## config.mk

```make
export PLATFORM = sky130hd
export DESIGN_NAME = unfold2_recur_filt
export DESIGN_NICKNAME = d
export VERILOG_FILES = /design/src/rtl/unfold2_pkg.sv /design/src/rtl/lane_mac.sv /design/src/rtl/fb_chain.sv /design/src/rtl/unfold2_recur_filt.sv
export SDC_FILE = /design/constraint.sdc
export NUM_CORES = 2
export LEC_CHECK = 0
export ABC_CLOCK_PERIOD_IN_PS = 20200
export BUFFER_PORTS_ARGS = -buffer_cell sky130_fd_sc_hd__buf_2
export CAP_MARGIN = 30
export CORE_MARGIN = 2
export CORE_UTILIZATION = 35
export DETAILED_ROUTE_END_ITERATION = 8
export GPL_ROUTABILITY_DRIVEN = 0
export PLACE_DENSITY_LB_ADDON = 0.1
export RECOVER_POWER = 100
export SLEW_MARGIN = 20
export SYNTH_ARGS = -nofsm -noshare
export SYNTH_HDL_FRONTEND = slang
export SYNTH_SLANG_ARGS = --single-unit
```

## constraint.sdc

```tcl
create_clock -name clk_i -period 20.2 [get_ports clk_i]
set_clock_uncertainty 0.1 [all_clocks]
set_input_delay 2.02 -clock clk_i [delete_from_list [all_inputs] [get_ports clk_i]]
set_output_delay 2.02 -clock clk_i [all_outputs]
set_load 0.005 [all_outputs]
```

## src/rtl/unfold2_pkg.sv

```systemverilog
package unfold2_pkg;
  // Registers on the path from the adder in lane src to the multiplier fed from it
  function automatic int chain_len(int src, int dly);
    return (src + dly) / 2;
  endfunction
  // Multiplier lane fed by adder lane src
  function automatic int chain_dst(int src, int dly);
    return (src + dly) % 2;
  endfunction
endpackage

```

## src/rtl/lane_mac.sv

```systemverilog
module lane_mac #(
  parameter int DATA_W = 16,
  parameter int COEF_W = 16,
  parameter int FRAC_W = 15
) (
  input  logic signed [DATA_W-1:0] x_i,
  input  logic signed [DATA_W-1:0] fb_i,
  input  logic signed [COEF_W-1:0] coef_i,
  output logic signed [DATA_W-1:0] y_o
);
  localparam int PROD_W = DATA_W + COEF_W;
  localparam int RND_W  = PROD_W - FRAC_W;
  localparam int SUM_W  = RND_W + 1;
  localparam logic signed [SUM_W-1:0] MAX_V = SUM_W'((2 ** (DATA_W - 1)) - 1);
  localparam logic signed [SUM_W-1:0] MIN_V = -SUM_W'(2 ** (DATA_W - 1));
  localparam logic signed [PROD_W-1:0] HALF = PROD_W'(1) <<< (FRAC_W - 1);

  logic signed [PROD_W-1:0] prod;
  logic signed [PROD_W-1:0] prod_h;
  logic signed [RND_W-1:0]  rnd;
  logic signed [SUM_W-1:0]  sum;

  always_comb begin
    prod   = PROD_W'(fb_i) * PROD_W'(coef_i);
    prod_h = prod + HALF;
    rnd    = RND_W'(prod_h >>> FRAC_W);
    sum    = SUM_W'(x_i) + SUM_W'(rnd);
    if (sum > MAX_V)      y_o = MAX_V[DATA_W-1:0];
    else if (sum < MIN_V) y_o = MIN_V[DATA_W-1:0];
    else                  y_o = sum[DATA_W-1:0];
  end


  always_comb if (fb_i == '0) fb_zero_pass_chk: assert (y_o == x_i);

  always_comb if (!x_i[DATA_W-1] && !fb_i[DATA_W-1] && !coef_i[COEF_W-1])
    sat_sign_chk: assert (!y_o[DATA_W-1]);
endmodule

```

## src/rtl/fb_chain.sv

```systemverilog
module fb_chain #(
  parameter int DATA_W = 16,
  parameter int DEPTH  = 4
) (
  input  logic                     clk_i,
  input  logic                     rst_ni,
  input  logic                     en_i,
  input  logic signed [DATA_W-1:0] d_i,
  output logic signed [DATA_W-1:0] q_o
);
  logic signed [DATA_W-1:0] stg [DEPTH];

  always_ff @(posedge clk_i or negedge rst_ni) begin
    if (!rst_ni) stg[0] <= '0;
    else if (en_i) stg[0] <= d_i;
  end

  for (genvar s = 1; s < DEPTH; s++) begin : g_stg
    always_ff @(posedge clk_i or negedge rst_ni) begin
      if (!rst_ni) stg[s] <= '0;
      else if (en_i) stg[s] <= stg[s-1];
    end
  end

  assign q_o = stg[DEPTH-1];


  property hold_p;
    @(posedge clk_i) disable iff (!rst_ni) !en_i |=> $stable(q_o);
  endproperty
  chain_hold_chk: assert property (hold_p);
endmodule

```

## src/rtl/unfold2_recur_filt.sv

```systemverilog
module unfold2_recur_filt #(
  parameter int DATA_W = 16,
  parameter int COEF_W = 16,
  parameter int FRAC_W = 15,
  parameter int DLY    = 9
) (
  input  logic                     clk_i,
  input  logic                     rst_ni,
  input  logic                     valid_i,
  input  logic signed [COEF_W-1:0] coef_i,
  input  logic signed [DATA_W-1:0] x0_i,
  input  logic signed [DATA_W-1:0] x1_i,
  output logic                     valid_o,
  output logic signed [DATA_W-1:0] y0_o,
  output logic signed [DATA_W-1:0] y1_o
);
  import unfold2_pkg::*;
  localparam int LANES = 2;

  logic signed [DATA_W-1:0] x_w   [LANES];
  logic signed [DATA_W-1:0] sum_w [LANES];
  logic signed [DATA_W-1:0] tap_w [LANES];
  logic signed [DATA_W-1:0] fb_w  [LANES];

  assign x_w[0] = x0_i;
  assign x_w[1] = x1_i;

  for (genvar g = 0; g < LANES; g++) begin : g_lane
    localparam int LEN = chain_len(g, DLY);
    localparam int DST = chain_dst(g, DLY);

    lane_mac #(.DATA_W(DATA_W), .COEF_W(COEF_W), .FRAC_W(FRAC_W)) u_mac (
      .x_i   (x_w[g]),
      .fb_i  (fb_w[g]),
      .coef_i(coef_i),
      .y_o   (sum_w[g])
    );

    fb_chain #(.DATA_W(DATA_W), .DEPTH(LEN)) u_chain (
      .clk_i (clk_i),
      .rst_ni(rst_ni),
      .en_i  (valid_i),
      .d_i   (sum_w[g]),
      .q_o   (tap_w[g])
    );

    assign fb_w[DST] = tap_w[g];
  end

  always_ff @(posedge clk_i or negedge rst_ni) begin
    if (!rst_ni) begin
      valid_o <= 1'b0;
      y0_o    <= '0;
      y1_o    <= '0;
    end else begin
      valid_o <= valid_i;
      if (valid_i) begin
        y0_o <= sum_w[0];
        y1_o <= sum_w[1];
      end
    end
  end

  logic armed_q;
  always_ff @(posedge clk_i or negedge rst_ni) begin
    if (!rst_ni) armed_q <= 1'b0;
    else         armed_q <= 1'b1;
  end


  property vld_align_p;
    @(posedge clk_i) disable iff (!rst_ni) armed_q |-> (valid_o == $past(valid_i));
  endproperty
  vld_align_chk: assert property (vld_align_p);


  property out_hold_p;
    @(posedge clk_i) disable iff (!rst_ni) !valid_i |=> ($stable(y0_o) && $stable(y1_o));
  endproperty
  out_hold_chk: assert property (out_hold_p);


  property out_cap_p;
    @(posedge clk_i) disable iff (!rst_ni) valid_i |=> (y0_o == $past(sum_w[0]));
  endproperty
  out_cap_chk: assert property (out_cap_p);
endmodule

```

==> run summary <==
CP Max Fanout: 32
HPWL after detailed placement: 55200 um
Post-CTS Resized: 0
Period minus WS final: 13.20 ns
Die Y: 277 um
Die area: 76900 sq um
Number of DRC markers in iteration 0: 828
CP arrival: 13.28 ns
Antenna cells: 0
Initial Util: 0.352
Slowest CP cell: a221oi_1
# port buffers: 83
Synth top area cells: fa_1 40%, dfrtp_1 14%, ha_1 9.0%, inv_1 8.5%, and2_1 5.6%
Vias in the first global route: 19900
Largest net degree at the start of global routing: 104
Worst Tran Pin Value: 4.25 ns
DIE WIDTH: 277 um
First-pass DRT Iterations: 6
Synth unique cells: 67
Critical Path Source: coef_i[8]
Root buf cell: clkbuf_16
Setup TNS Final: 0 ns
Average cell area after synthesis: 9.83 sq um
Final count of negative-setup-slack endpoints: 0
Cell mode on critical path: fa_1
Failing checks: max-capacitance violations, max-slew violations
Wire per inst: 18.8 um
Row cnt: 100
Via count: 17700
First-pass GRT wire length: 111000 um
Sink count of the clock tree: 145
Layout area overhead: 6.49%
CTS tree: built
Via density: 4.88
Clock Latency Late Sink: 0.45 ns
Bufs and invs on worst path: 4
RSZ-0062 raised after global routing: no
Top-area cell type share of the netlist area: 0.403
Most used DFF post-synth: dfrtp_1
Core Region: 74200 sq um
Synth cell count leaders: 594 x inv_1, 526 x fa_1, 279 x nand2_1, 234 x and2_1, 188 x ha_1
Clk buf depth: 2
Mapped Cells: 2658
Outcome: finished, violations left
All-Layer GR Usage: 0.187
Total wire length: 68300 um
Synth area leader: fa_1
Nets: 3416
Count leader, synth: inv_1
Worst stage delay on the critical path: 2.21 ns
Crit. End Element: flop
Final hold violations: 0
CTS buffer count: 17
Delay-heaviest family, CP: compound AO/OA/AOI/OAI gates
Setup Buffers After CTS: 0
Final Max Tran Viols: 361
Synth Cell Area: 26100 sq um
Period utilisation layout: 0.653
Initial antenna violation count: 0
# Max-Cap Violations: 8
Post-synth EDFFs: 0
# hold bufs at CTS: 0
Io pins: 84
Hold Crit Start: g_lane[1].u_chain.stg[61]$_DFFE_PN0P_
Worst Hold Class: flop to flop
Worst r2r src: g_lane[0].u_chain.q_o[5]$_DFFE_PN0P_
Fmax: 75.8 MHz
Worst slew margin relative to its limit: -1.83
Max H-tree Level: 4
Layout cell share with drive strength beyond 1: 0.0968
Reg clk slew, reported paths: 0.07 ns
Post-synth ARST share: 1.00
#FFs+latches synth: 145
Antenna Violating Nets Remaining: 0
Grt total ovfl: 0
Synth warnings: 0
Seq/Total Area, Yosys: 0.139
Critical path class: primary input to flop
Worst EP required: 20.28 ns
Net Count, Synth: 3423
CP Launch Type: primary input
Post-route DRC: 0
-- cells in the final DEF (no fill, tap or decap), types with 45 or more instances in the layout --
| cell | count |
|---|---|
| and2_1 | 234 |
| mux2_2 | 113 |
| nand2_1 | 279 |
| o21ai_0 | 45 |
| a21oi_1 | 46 |
| ha_1 | 188 |
| inv_1 | 594 |
| dfrtp_1 | 145 |
| xnor2_1 | 49 |
| buf_2 | 65 |
| fa_1 | 526 |
| nor2_1 | 64 |
-- path summary, 6_finish.rpt --
check / cells past startpoint / slack (ns) / endpoint
max in group asynchronous: 3 / 12.07 / g_lane[0].u_chain.stg[21]$_DFFE_PN0P_
setup / recovery: 29 / 7.00 / y1_o[0]$_DFFE_PN0P_
setup reg to reg: 28 / 9.10 / y1_o[0]$_DFFE_PN0P_
hold / removal: 1 / 0.40 / g_lane[1].u_chain.stg[45]$_DFFE_PN0P_
hold reg to reg: 1 / 0.40 / g_lane[1].u_chain.stg[45]$_DFFE_PN0P_
min in group asynchronous: 1 / 1.84 / y1_o[15]$_DFFE_PN0P_
-- cells by family after synthesis --
kind of cell	count (synthesis)	share of synthesized area
mux	120	0.0514
compound gates	211	0.0557
flops	145	0.139
xor+xnor	72	0.0241
buf+inv	731	0.111
simple gates	665	0.126
fa+ha+maj	714	0.493
-- through the flow --
stage	hold slack, ns	area (sq um)	utilization	cells	worst slack, ns
5_1_grt	0.425	27800	0.375	3633	6.00
3_3_place_gp	0.385	27300	0.368	3598	8.29
4_1_cts	0.408	27900	0.376	3630	8.98
3_5_place_dp	0.389	27300	0.368	3598	8.51
2_1_floorplan	0.375	26100	-	2658	10.48
6_report	0.404	27800	0.375	3633	7.00
-- per-layer routing --
metal | up-vias | GRT usage | routed length [um]
met5 | - | 0 | 0
met4 | 0 | 0.0400 | 1240
met3 | 58 | 0.0152 | 2030
met2 | 283 | 0.321 | 34100
met1 | 9406 | 0.257 | 31000
li1 | 7985 | - | -
-- registers in the layout, indices dropped and copies added, names as in the netlist --
name	count
g_lane.u_chain.stg	96
g_lane.u_chain.q_o	32
y1_o	16
valid_o	1
-- area by class of cell --
type / count / area (sq um)
tap: 969 / 1210
clock buffer: 18 / 439
clock inverter: 14 / 155
timing repair buffer: 111 / 584
sequential: 145 / 3630
fill: 7555 / 46400
inverter: 594 / 2230
multi-input combinational: 1782 / 19600
Power is left out: the tool's default activity adds up to more than one toggle a clock period on the data nets, which glitch-free logic cannot reach.
